<file path="config.mk">
export PLATFORM = sky130hd
export DESIGN_NAME = ilv_accum
export DESIGN_NICKNAME = d
export VERILOG_FILES = /design/src/rtl/ilv_accum.sv
export SDC_FILE = /design/constraint.sdc
export NUM_CORES = 1
export LEC_CHECK = 0
export ABC_AREA = 1
export BUFFER_PORTS_ARGS = -buffer_cell sky130_fd_sc_hd__buf_4
export CORE_MARGIN = 4
export CORE_UTILIZATION = 30
export CTS_CLUSTER_SIZE = 25
export DETAILED_ROUTE_END_ITERATION = 16
export PLACE_DENSITY = 0.56
export SLEW_MARGIN = 0
export SYNTH_ARGS = -nofsm -noshare
export SYNTH_HDL_FRONTEND = slang
export SYNTH_SLANG_ARGS = --single-unit
</file>
<file path="constraint.sdc">
create_clock -name clk -period 3 [get_ports clk]
set_input_delay 0.6 -clock clk [delete_from_list [all_inputs] [get_ports clk]]
set_output_delay 0.6 -clock clk [all_outputs]
set_load 0.03 [all_outputs]
</file>
<file path="src/rtl/ilv_accum.sv">
module ilv_accum #(
  parameter int WIDTH = 16,
  parameter int LAT   = 3,
  parameter int DEPTH = 4
) (
  input  logic             clk,
  input  logic             rst_n,
  input  logic             in_valid,
  input  logic [WIDTH-1:0] in_data,
  input  logic             in_last,
  output logic             in_ready,
  output logic [WIDTH-1:0] sum_out,
  output logic             sum_valid
);
  localparam int CW = $clog2(DEPTH + 1);
  localparam int RW = (DEPTH > 1) ? $clog2(DEPTH) : 1;

  typedef enum logic [1:0] {S_ACC, S_DRAIN, S_RED, S_DONE} st_t;

  st_t              state;
  logic [WIDTH-1:0] lane     [DEPTH];
  logic [WIDTH-1:0] pipe_sum [LAT];
  logic [CW-1:0]    pipe_cnt [LAT];
  logic [LAT-1:0]   pipe_vld;
  logic [RW-1:0]    ridx;
  logic             take, wb, red_end;
  logic [CW-1:0]    wb_pos;

  assign in_ready  = (state == S_ACC) || (state == S_DONE);
  assign sum_valid = (state == S_DONE);
  assign take      = in_valid && in_ready;
  assign wb        = pipe_vld[LAT-1];
  assign wb_pos    = CW'(DEPTH - 1) - pipe_cnt[LAT-1] - CW'(take);
  assign red_end   = (state == S_RED) && (ridx == RW'(DEPTH - 1));

  always_ff @(posedge clk) begin
    if (!rst_n) begin
      pipe_vld <= '0;
    end else begin
      pipe_vld[0] <= take;
      for (int i = 1; i < LAT; i++) pipe_vld[i] <= pipe_vld[i-1];
    end
    pipe_sum[0] <= lane[0] + in_data;
    pipe_cnt[0] <= '0;
    for (int i = 1; i < LAT; i++) begin
      pipe_sum[i] <= pipe_sum[i-1];
      pipe_cnt[i] <= pipe_cnt[i-1] + CW'(take);
    end
  end

  always_ff @(posedge clk) begin
    if (!rst_n || red_end) begin
      for (int j = 0; j < DEPTH; j++) lane[j] <= '0;
    end else begin
      if (take) begin
        for (int j = 0; j < DEPTH - 1; j++) lane[j] <= lane[j+1];
        lane[DEPTH-1] <= '0;
      end
      if (wb) lane[wb_pos] <= pipe_sum[LAT-1];
    end
  end

  always_ff @(posedge clk) begin
    if (!rst_n) begin
      state   <= S_ACC;
      ridx    <= '0;
      sum_out <= '0;
    end else begin
      case (state)
        S_ACC, S_DONE: state <= (take && in_last) ? S_DRAIN : S_ACC;
        S_DRAIN: if (pipe_vld == '0) begin
          state <= S_RED;
          ridx  <= '0;
        end
        S_RED: begin
          sum_out <= (ridx == '0) ? lane[0] : sum_out + lane[ridx];
          if (red_end) state <= S_DONE;
          else ridx <= ridx + 1'b1;
        end
        default: state <= S_ACC;
      endcase
    end
  end

  a_r5_single_pulse: assert property (@(posedge clk) disable iff (!rst_n)
    sum_valid |=> !sum_valid);

  a_r6_drop_on_last: assert property (@(posedge clk) disable iff (!rst_n)
    $fell(in_ready) |-> $past(in_valid && in_last));

  a_r2_stay_ready: assert property (@(posedge clk) disable iff (!rst_n)
    (in_valid && in_ready && !in_last) |=> in_ready);

  a_r3_reduce_drained: assert property (@(posedge clk) disable iff (!rst_n)
    (state == S_RED) |-> (pipe_vld == '0 && !in_ready));
endmodule

</file>
## After elaboration in Yosys (flattened, before gate mapping)

Memory sizes are Yosys's and may differ from the RTL's. A register that Yosys moved wholly into a read port is not among the register bits.
Cells that the tools add are included.

| operators by class | value |
|---|---|
| add/subtract/negate cells | 7 |
| eq/ne operators | 7 |
| multiplexer cells | 22 |
| bitwise operators | 4 |
| reduce and logical (&&, ||, !) cells | 13 |

Operators by type and width:

| cell | number |
|---|---|
| $mux 16 | 5 |
| $add 16x16->16 | 2 |
| $mux 2 | 6 |
| $mux 1 | 9 |
| $add 3x1->3 | 2 |
| $eq 2x2->1 const B | 3 |
| $ne 2x2->1 const B | 3 |
| $pmux 2 s3 | 1 |
| $logic_not 2->1 | 2 |
| $or 1x1->1 | 4 |
| $pmux 2 s2 | 1 |
| $logic_and 1x1->1 | 3 |
| $logic_not 3->1 | 1 |
| $reduce_and 3->1 | 1 |
| $add 2x1->2 const B | 1 |
| $eq 2x1->1 const B | 1 |
| $logic_or 1x1->1 | 2 |
| $reduce_and 2->1 | 1 |
| $reduce_bool 2->1 | 1 |
| $reduce_or 2->1 | 1 |
| $sub 2x1->2 | 1 |
| $sub 2x2->2 const A | 1 |
| $logic_not 1->1 | 1 |

| word-level totals | value |
|---|---|
| register bits | 23 |
| bits in writable memories | 121 |
| bits of input ports | 20 |
| output and inout bits | 18 |
| logic and storage cells | 60 |
| memories | 3 |

Memory list:

| memory | depth | bits a word | read ports | clocked after memory_dff | write ports | line | text |
|---|---|---|---|---|---|---|---|
| lane | 4 | 16 | 5 | 1 | 5 | 21 | `logic [WIDTH-1:0] lane [DEPTH];` |
| pipe_sum | 3 | 16 | 3 | 0 | 3 | 22 | `logic [WIDTH-1:0] pipe_sum [LAT];` |
| pipe_cnt | 3 | 3 | 3 | 0 | 3 | 23 | `logic [CW-1:0] pipe_cnt [LAT];` |

## Logic depth before layout (Yosys ltp)

Gate-level depths: netlist of the first run.

| depth | value |
|---|---|
| depth in word-level cells | 7 |
| depth in mapped cells | 16 |
| gate-level depth less buffers | 15 |

## Least setup slack after synthesis of the first run

No wires, ideal clock.

| timing path | value |
|---|---|
| path kind | register -> register |
| start point | reg state[0] |
| end point | mem lane[3][0] (enable) |
| library setup time | 0.362 ns |
| arrival | 2.320 ns |
| data required time | 2.638 ns |
| setup slack | 0.318 ns |
| cell stages (with the launch flop) | 13 |
| path buffers | 1 |
| period minus slack after synthesis | 2.682 ns |
| path through | dfxtp_1 -> inv_1 -> ha_1 -> nand2_1 -> inv_1 -> ha_1 -> inv_1 -> or2_1 -> nand2_1 -> inv_1 -> nand3_2 -> buf_2 -> nand2_1 |

RTL lines:

| element | line | text |
|---|---|---|
| from (decl) | 20 | `st_t state;` |
| from (signal assigned) | 70 | `S_ACC, S_DONE: state <= (take && in_last) ? S_DRAIN : S_ACC;` |
| to (decl) | 21 |  |

==> run summary, run 1 <==
Detailed placement ended at an HPWL of 12.0 mm. The full die area is 0.0255 sq mm. Based on the critical path, the design can be clocked at up to 399 MHz. The run finished with clean final reports. Setup violations remaining at the end of the flow were counted as 0. The clock arrives with 0.00501 ns of skew.

The number of clock sinks seen by CTS came out at 140. The number of antenna repair diodes came out at 0. The overflow left after global routing is 0. The share of synthesized flip-flops with an asynchronous set or reset came out at 0. Summed over all cells, the static leakage comes to 0.00355 uW. Traced cell by cell, the critical path runs through buf_4 -> o21ai_0 -> o22ai_1 -> ha_1 -> inv_1 -> fa_1 -> inv_1 -> nand2_1 -> nand3_1 -> nand2_1 -> nand3_1 -> nand3_1 -> nand2_1 -> a21oi_1. In this run the register-to-register setup slack is 0.49 ns. The clock period could shrink to 2.51 ns. The root buffer cell chosen for the clock tree is clkbuf_16.

The first global-routing pass estimated 26.3 mm of wire. The final antenna-violating net count is 0. The gate count after technology mapping came out at 820. The number of hold buffers added after CTS came out at 0.

STA puts the critical path data required time at 3.27 ns. Power spread over the standard cell area amounts to 739 mW/mm^2. Leaving out fill and tap cells, the most frequent cell in the layout is nand2_1.

The die boundary height is 160 um. Leaving out fill and tap cells, the most frequent cells in the layout are nand2_1, inv_1, nand3_1, nor2_1, dfxtp_1. Wires add up to 15.8 mm. The clock insertion delay at the later pin of the skew report came out at 0.41 ns. The via count of the first global-routing pass is 5141. The total number of yosys warnings is 0. The number of buffers created by CTS is 17. The initialized floorplan defines 55 standard-cell rows. Headroom to the max-slew limit came out at 0.567. The clock tree from TritonCTS is done. For this run, the detailed router's first-pass iteration total came to 6. STA classifies the critical path startpoint as a flip-flop.

In the synthesized netlist the dominant register cell turns out to be dfxtp_1. The post-synthesis net count came out at 879. For the final routed database, the setup TNS stands at 0 ns. The max-capacitance violation count is 0. The number of antenna violations at the first check in global routing came to 0. STA classifies the critical path endpoint as a flip-flop. The worst-case IR drop observed on VDD is 331 uV. The area overhead of the layout relative to synthesis is 16.9%. The final layout net count came out at 917. The weighted congestion reported at the end of routability-driven placement came out at 0.859. Port buffering added 37 buffers.

The cell area after layout is 0.00807 sq mm. The largest net degree at the start of global routing is 49. The post-CTS setup buffer count came out at 0. The detailed router finished its first iteration with 409 violations. The layout cell share with drive strength beyond 1 came out at 0.107. In this run the worst hold path is classified as flip-flop to flip-flop. The largest fanout on the critical path is 29. Fill cells in the final layout number 2288.

The number of hold violations in the final report is 0. The instance area after placement came out at 0.00748 sq mm. The starting density of the core came out at 0.305. The number of slew-limit violations in the final report is 0. The total track usage is 0.127. Setup repair after global routing left no endpoint under its margin. The worst setup timing slack at the placement stage came out at 0.494 ns. At the pin with the least slew margin, the transition time is 0.649 ns. The H-tree generated during clock tree synthesis spans 4 levels. The slowest stage of the critical path belongs to the cell dfxtp_1. The number of cells after detailed placement came out at 1124. The worst setup slack after layout came out at 0.493 ns. Once layout is complete, the cells apart from fillers number 1156. Across all layers, the routed design uses 5457 vias. During I/O placement, the number of pins put on the boundary was 38. On the critical path the largest part of the delay comes from adder cells. The critical path is of the flip-flop to flip-flop type. The maximum cell stage delay along the critical path came out at 0.39 ns. The share of the clock period used by the worst path came out at 0.836. The clock passes through at most 2 buffers. The count of buffering cells on the critical path with inverters included is 3.

The post-synthesis sequential area ratio came out at 0.499. The via count normalized by instance count came out at 4.72. The clock-pin transition on the worst setup and hold timing paths is 0.06 ns. Synthesis instantiated 33 different standard cells from the library. Counting flops with a built-in enable in the synthesized netlist gives 64. After detailed routing, the average wire length per cell comes to 13.6 um. The width of the die came out at 160 um. The total power draw is 5960 uW.

The synthesized flop and latch total is 140. In this run, post-CTS repair resized a total of 0 instances. Averaged over all synthesized cells, the footprint is 8.42 sq um. STA puts the critical path data arrival time at 2.78 ns.

The core footprint is 0.0226 sq mm. The number of DRC violations after detailed routing came out at 0. The total standard cell area after synthesis is 0.00690 sq mm.
-- synthesized netlist by cell type (3+ instances only) --
library cell / count / share of area
nand3b_1: 4 / 0.0044
clkbuf_1: 16 / 0.0087
dfxtp_1: 76 / 0.22
nand2_1: 158 / 0.086
nand3_1: 83 / 0.060
o21ai_1: 37 / 0.027
o211ai_1: 6 / 0.0065
o21ai_0: 53 / 0.038
nor3_1: 4 / 0.0029
buf_2: 11 / 0.0080
inv_1: 86 / 0.047
a21o_1: 3 / 0.0033
a211oi_1: 3 / 0.0033
a21oi_1: 43 / 0.031
o22ai_1: 14 / 0.013
nand3_2: 4 / 0.0058
xnor2_1: 5 / 0.0063
edfxtp_1: 64 / 0.28
ha_1: 37 / 0.067
xor2_1: 10 / 0.013
nor2_1: 84 / 0.046
-- cell type report --
class                   instances  area [sq um]  area share
well taps                     285           357      0.0442
repair buffers                 50           375      0.0465
multi-input cells             561          2980       0.369
flip-flops and latches        140          3440       0.427
clock buffers                  19           454      0.0563
inverters                      88           330      0.0409
clock inverters                13           130      0.0161
-- metrics by stage --
stage	hold slack, ns	utilization
global placement	0.310	0.331
global route	0.328	0.356
detailed placement	0.312	0.331
finish	0.325	0.356
floorplan	0.310	-
CTS	0.326	0.356
-- sequential cells by signal, summed over array words and instances (netlist names), named ones only --
signal,count
state,2
pipe_cnt,3
lane,64
ridx,2
pipe_sum,48
pipe_vld,3
sum_out,16
-- power breakdown --
group	total [uW]	internal (uW)	switching [uW]
clock network	2040	1210	831
registers	2570	2390	183
logic	1350	464	887
total	5960	4060	1900
-- kinds of logic (layout without fill, tap and decap cells) --
kind of cell	Yosys count	after routing	synth area share
compound gates	164	164	0.128
xor+xnor	15	15	0.0190
fa+ha+maj	39	39	0.0729
buf+inv	119	170	0.0700
flops	140	140	0.499
simple gates	343	343	0.211
-- worst paths after layout --
kind | start | to | depth (start not counted)
worst max-delay path | flip-flop | sum_out[10]$_SDFFE_PN0P_ | 14
worst min-delay path | pipe_sum[0][20]$_DFF_P_ | pipe_sum[0][36]$_DFF_P_ | 0
worst max register to register | flip-flop | sum_out[10]$_SDFFE_PN0P_ | 14
worst min register to register | pipe_sum[0][20]$_DFF_P_ | pipe_sum[0][36]$_DFF_P_ | 0
-- metal layers --
metal	track usage	part of all wire
met1	0.190	0.51
met2	0.183	0.41
met3	0.0279	0.069
met4	0.0359	0.012
met5	0	0
No activity file was read; power rests on OpenSTA's default activity.
==> run 2: changes to the inputs <==
--- a/config.mk
+++ b/config.mk
@@ -11,7 +11,7 @@
 export CORE_UTILIZATION = 30
 export CTS_CLUSTER_SIZE = 25
 export DETAILED_ROUTE_END_ITERATION = 16
-export PLACE_DENSITY = 0.56
+export PLACE_DENSITY = 0.58
 export SLEW_MARGIN = 0
 export SYNTH_ARGS = -nofsm -noshare
 export SYNTH_HDL_FRONTEND = slang
==> constraint.sdc (replaced) <==
create_clock -name clk -period 2.2 [get_ports clk]
set_input_delay 0.44 -clock clk [delete_from_list [all_inputs] [get_ports clk]]
set_output_delay 0.44 -clock clk [all_outputs]
set_load 0.03 [all_outputs]
==> run 2 against run 1 <==
- combinational power up 100%
- hold slack worse by 0.051 ns
- wire length up 14%
- sequential share of layout area down 5.2 points
- the flow now finishes with violations (setup timing)
- sequential cell count unchanged
- first-iteration DRC count down 12%
- largest cell class is now multi-input combinational cells
- sequential power up 36%
==> run summary, run 2 (synthesis results as in run 1) <==
The number of hold violations in the final report came to 0 (unchanged). The total track usage is 0.136 (+0.00859). The number of cells after detailed placement came out at 1163 (+3.5%). The buffer levels on the longest clock path is 2 (unchanged). The time the final worst path needs with I/O delays and setup is 2.20 ns (-0.303 ns).

The width of the die was 160 um (unchanged). The leakage component of the power came to 0.00399 uW (+12%). The weighted congestion reported at the end of routability-driven placement came out at 0.830 (-3.4%). The first-pass GRT wire length was 27.9 mm (+6.2%). The number of slew-limit violations in the final report is 0 (unchanged). The largest registers in the layout are lane (64), pipe_sum (48), sum_out (16). Leaving out fill and tap cells, the most frequent cells in the layout are nand2_1, buf_4, inv_1, nand3_1, nor2_1. The largest fanout on the critical path was 8 (-72%). The overflow left after global routing is 0 (unchanged). The number of DRC violations after detailed routing is 0 (unchanged). The number of antenna violations at the first check in global routing is 0 (unchanged). The maximum VDD drop came out at 439 uV (+33%). The number of top-level pins is 38 (unchanged). The critical path is of the flip-flop to flip-flop type.

The cell area after layout came out at 0.00920 sq mm (+14%). The full die area is 0.0255 sq mm (unchanged). The instance area after placement is 0.00789 sq mm (+5.5%).

The starting density of the core is 0.305 (unchanged). The path class of the tightest hold or removal check is input port to flip-flop. The cell area power density was 985 mW/mm^2 (+33%). TritonCTS built the clock tree. The transition time at the pin with the least slew margin is 0.740 ns (+0.0910 ns). The largest net degree at the start of global routing is 49 (unchanged). The total negative slack for setup checks came to -0.00439 ns (-0.00439 ns). The flow ran to the end, but the final reports show violations. The die boundary height came out at 160 um (unchanged). The number of hold buffers added after CTS came out at 0 (unchanged).

The area overhead of the layout relative to synthesis is 33.4%. The number of I/O port buffers is 37 (unchanged). The half-perimeter wire length after placement came out at 12.5 mm (+3.7%). The worst setup timing slack at the placement stage was -0.119 ns (-0.614 ns). More flip-flops sit in one register than any other, and that register is lane. The checks that failed: setup timing. The clock tree skew after final layout was 0.00780 ns (+0.00279 ns).

The number of buffers created by CTS was 17 (unchanged). The worst setup slack after layout is -0.00339 ns (-0.497 ns). The via count normalized by instance count came out at 4.82 (+2.1%). The final layout net count came out at 973 (+6.1%). Setup repair after global routing could not meet its margin everywhere. The most common cell after layout, fill and taps aside is nand2_1.

The clock-pin transition on the worst setup and hold timing paths was 0.06 ns (about the same). The required time of the critical path is 2.54 ns (-0.73 ns). The layout cell share with drive strength beyond 1 is 0.264 (+0.158). The setup-violating endpoint count in the final report was 2 (+2).

The initial DRC count came to 358 (-12%). The number of inserted filler cells in the final layout is 2202 (-3.8%). The worst setup path is launched from a flip-flop. The share of the clock period used by the worst path was 1.00 (+0.166). The number of rows in the core area came out at 55 (unchanged). The endpoint kind of the worst setup timing path is a flip-flop. The root buffer cell chosen for the clock tree is clkbuf_16.

The highest clock frequency the design can meet came out at 454 MHz (+14%). The number of flip-flops in the largest register came out at 64 (unchanged). The number of antenna repair diodes was 0 (unchanged). The vias after detailed routing is 5839 (+7.0%). The core footprint was 0.0226 sq mm (unchanged). The max-capacitance violation count came out at 0 (unchanged).

The number of clock sinks seen by CTS came out at 140 (unchanged). The via count of the first global-routing pass is 5411 (+5.3%). The number of iterations in the first detailed-routing pass came out at 5 (-1). The H-tree depth is 4 (unchanged). The arrival time of data at the critical path endpoint is 2.55 ns (-0.23 ns). The post-detailed-route wirelength per cell was 14.8 um (+8.5%). The clock insertion delay at the later pin of the skew report came out at 0.43 ns (+0.02 ns). The final antenna-violating net count came out at 0 (unchanged).

The non-filler instance count after layout came to 1212 (+4.8%). The final routed wirelength across all metal layers is 17.9 mm (+14%). The relative slew slack came out at 0.505 (-0.0620).
[run 2: final cells by class]
class                      instances  area (sq um)  share of cell area
tap                              285           357              0.0387
clock inverter                    15           158              0.0171
inverter                          88           338              0.0367
multi-input combinational        561          3450               0.375
sequential                       140          3450               0.375
timing repair buffer             106          1020               0.111
clock buffer                      17           425              0.0462
[run 2: repair_timing]
action / CTS / global route
pin swaps: 20 / 28
buffers inserted: 4 / 7
cloned: 2 / 4
resized for setup: 48 / 85
setup endpoints to repair: 12 / 95
[run 2: power by group]
group	leakage [uW]	internal, uW	total (uW)	switching (uW)
logic	0.00236	1200	2750	1540
clock network	0.000291	1600	2820	1220
registers	0.00134	3260	3500	241
[run 2: final timing paths]
path	start	end	slack, ns	cells after the start
worst min-delay path	in_data[0]	pipe_sum[0][0]$_DFF_P_	0.27	2
worst max register to register	flip-flop	sum_out[8]$_SDFFE_PN0P_	-0.003	12
worst max-delay path	flip-flop	sum_out[8]$_SDFFE_PN0P_	-0.003	12
worst min register to register	pipe_sum[0][19]$_DFF_P_	pipe_sum[0][35]$_DFF_P_	0.32	0
[run 2: through the flow]
step | hold slack, ns | total power [uW] | util
after floorplan | 0.310 | 4880 | -
after CTS | 0.222 | 8740 | 0.384
after global routing | 0.266 | 9570 | 0.407
final | 0.274 | 9060 | 0.407
after detailed placement | 0.312 | 5720 | 0.349
after global placement | 0.310 | 5680 | 0.349
[run 2: layer usage]
metal,track usage,vias up,wire length (um)
met5,0,-,0
met4,0.0414,0,244
met3,0.0258,22,1050
met2,0.202,168,8000
met1,0.199,2691,8640
li1,-,2958,-
[run 2: critical path: stages (launching register included)]
cell     delay, ns
dfxtp_4       0.42
buf_12        0.14
o21ai_2       0.06
o22ai_2       0.17
ha_2          0.20
inv_2         0.04
fa_2          0.42
o21ai_4       0.17
nand2_1       0.09
a21o_1        0.16
nand3_1       0.05
nand2_1       0.07
a21oi_1       0.13
==> run 3: changes to the inputs <==
--- a/config.mk
+++ b/config.mk
@@ -12,6 +12,7 @@
 export CTS_CLUSTER_SIZE = 25
 export DETAILED_ROUTE_END_ITERATION = 16
 export PLACE_DENSITY = 0.58
+export RECOVER_POWER = 100
 export SLEW_MARGIN = 0
 export SYNTH_ARGS = -nofsm -noshare
 export SYNTH_HDL_FRONTEND = slang
==> run 3 against run 2 <==
- the flow still finishes with violations (setup timing)
- wire length grew 0.21%
- maximum frequency decreased by 0.15%
- utilization decreased by 0.44 points
- critical endpoint is now lane[0][15]$_DFFE_PP_
- largest cell class is now registers
==> run summary, run 3 (synthesis results as in run 1) <==
The half-perimeter wire length after placement is 12.5 mm (unchanged). The setup-violating endpoint count in the final report is 13 (+11). The number of hold violations in the final report is 0 (unchanged). The non-filler instance count after layout came to 1212 (unchanged).

The worst setup path is launched from a flip-flop. The min-delay analysis places its worst path in the category input port to flip-flop. The number of iterations in the first detailed-routing pass came out at 5 (unchanged). The number of I/O port buffers came out at 37 (unchanged). The time the final worst path needs with I/O delays and setup came out at 2.21 ns (+0.00335 ns).

The starting density of the core is 0.305 (unchanged). The maximum VDD drop came out at 438 uV (-0.13%). The final antenna-violating net count came out at 0 (unchanged).

The number of clock sinks seen by CTS was 140 (unchanged). More flip-flops sit in one register than any other, and that register is lane. The number of slew-limit violations in the final report was 0 (unchanged).

The highest clock frequency the design can meet was 453 MHz (-0.15%). Setup repair after global routing could not meet its margin everywhere. The worst setup slack after layout came to -0.00674 ns (-0.00335 ns).

The tree is rooted in a clkbuf_16. The via count of the first global-routing pass came to 5411 (unchanged). The initial DRC count is 376 (+5.0%). STA classifies the critical path endpoint as a flip-flop.

From synthesis to final layout, the design area changed by 31.9%. The weighted congestion reported at the end of routability-driven placement is 0.830 (unchanged). The via count normalized by instance count was 4.83 (+0.27%).

The final routed wirelength across all metal layers came out at 18.0 mm (+0.21%). The total power draw was 9020 uW (-0.52%). The number of rows in the core area is 55 (unchanged). The transition time at the pin with the least slew margin was 0.740 ns (+0.0000480 ns).

The cell area after layout was 0.00910 sq mm (-1.1%). The instance area after placement was 0.00789 sq mm (unchanged). The full die area is 0.0255 sq mm (unchanged). The share of the clock period used by the worst path is 1.00 (+0.00152). The clock tree skew after final layout is 0.00699 ns (-0.000808 ns). The core footprint is 0.0226 sq mm (unchanged). The max-capacitance violation count came out at 0 (unchanged).

The total track usage was 0.136 (unchanged). The overflow left after global routing is 0 (unchanged). The cell area power density was 990 mW/mm^2 (+0.58%). The clock insertion delay at the later pin of the skew report is 0.42 ns (about the same). In the layout the commonest cells are nand2_1, inv_1, nand3_1. The largest net degree at the start of global routing was 49 (unchanged). The number of cells after detailed placement came out at 1163 (unchanged). The number of top-level pins came out at 38 (unchanged).

The clock-pin transition on the worst setup and hold timing paths came out at 0.06 ns (about the same). The checks that failed: setup timing. The number of antenna violations at the first check in global routing is 0 (unchanged).

The H-tree depth is 4 (unchanged). The number of DRC violations after detailed routing is 0 (unchanged). The final layout net count is 973 (unchanged).

The clock tree from TritonCTS is done. The first-pass GRT wire length is 27.9 mm (unchanged). The run finished, with violations left. The post-detailed-route wirelength per cell is 14.8 um (+0.21%). The number of antenna repair diodes is 0 (unchanged). The relative slew slack is 0.505 (about the same).

The most common cell after layout, fill and taps aside is nand2_1. The layout cell share with drive strength beyond 1 is 0.237 (-0.0270). The buffer levels on the longest clock path came out at 2 (unchanged). The worst setup timing slack at the placement stage is -0.119 ns (unchanged).

The largest fanout on the critical path is 16 (+8). The arrival time of data at the critical path endpoint came out at 2.31 ns (-0.24 ns). The number of hold buffers added after CTS is 0 (unchanged). The vias after detailed routing is 5855 (+0.27%). The number of buffers created by CTS is 17 (unchanged). The worst setup path is of the flip-flop to flip-flop kind. The die boundary height is 160 um (unchanged). The leakage component of the power is 0.00391 uW (-2.1%).

The largest registers in the layout are lane (64), pipe_sum (48), sum_out (16). The number of flip-flops in the largest register is 64 (unchanged). The width of the die is 160 um (unchanged).

The required time of the critical path came out at 2.30 ns (-0.24 ns).
## run 3: cell types whose count changed in the layout (fill, tap and decap cells not counted), sizes merged
cell / change
clkbuf: +21
buf: -21
## run 3: per-layer routing
| layer | routed length, um | share of wire | global-route usage |
|---|---|---|---|
| met5 | 0 | 0 | 0 |
| met1 | 8640 | 0.48 | 0.199 |
| met3 | 1070 | 0.059 | 0.0258 |
| met2 | 8040 | 0.45 | 0.202 |
| met4 | 220 | 0.012 | 0.0414 |
## run 3: power breakdown
part	switching (uW)	internal, uW	total [uW]
sequential	239	3260	3500
combinational	1540	1160	2700
clock	1220	1600	2820
## run 3: cell type report
cell class,count,area (sq um)
Tap cell,285,357
Clock inverter,15,158
Clock buffer,17,425
Timing Repair Buffer,106,946
Sequential cell,140,3450
Inverter,88,338
Fill cell,2218,13500
Multi-Input combinational cell,561,3430
## run 3: worst paths after layout
| path | start | to | slack (ns) | cells past startpoint |
|---|---|---|---|---|
| worst max register to register | state[0]$_SDFFE_PN0P_ | lane[0][15]$_DFFE_PP_ | -0.007 | 7 |
| worst min register to register | pipe_sum[0][19]$_DFF_P_ | pipe_sum[0][35]$_DFF_P_ | 0.32 | 0 |
| worst max-delay path | state[0]$_SDFFE_PN0P_ | lane[0][15]$_DFFE_PP_ | -0.007 | 7 |
| worst min-delay path | in_data[0] | pipe_sum[0][0]$_DFF_P_ | 0.24 | 2 |
## run 3: through the flow
stage | utilization | TNS (ns) | hold WS (ns)
finish | 0.402 | -0.0452 | 0.243
global placement | 0.349 | -0.273 | 0.310
CTS | 0.384 | 0 | 0.222
detailed placement | 0.349 | -0.967 | 0.312
global route | 0.402 | -10.46 | 0.239
floorplan | - | -1.08 | 0.310
## run 3: what timing repair did
| action | in CTS | in global routing |
|---|---|---|
| pin swaps | 20 | 28 |
| gates resized for setup | 48 | 85 |
| cloned | 2 | 4 |
| endpoints found under the setup margin | 12 | 95 |
| buffers inserted | 4 | 7 |
## run 3: critical path, cell delays in order (launching register included)
cell     delay (ns)
dfxtp_2        0.32
inv_1          0.04
ha_1           0.31
nand2_1        0.12
inv_2          0.05
buf_4          0.14
nor2_1         0.58
nand2_4        0.31
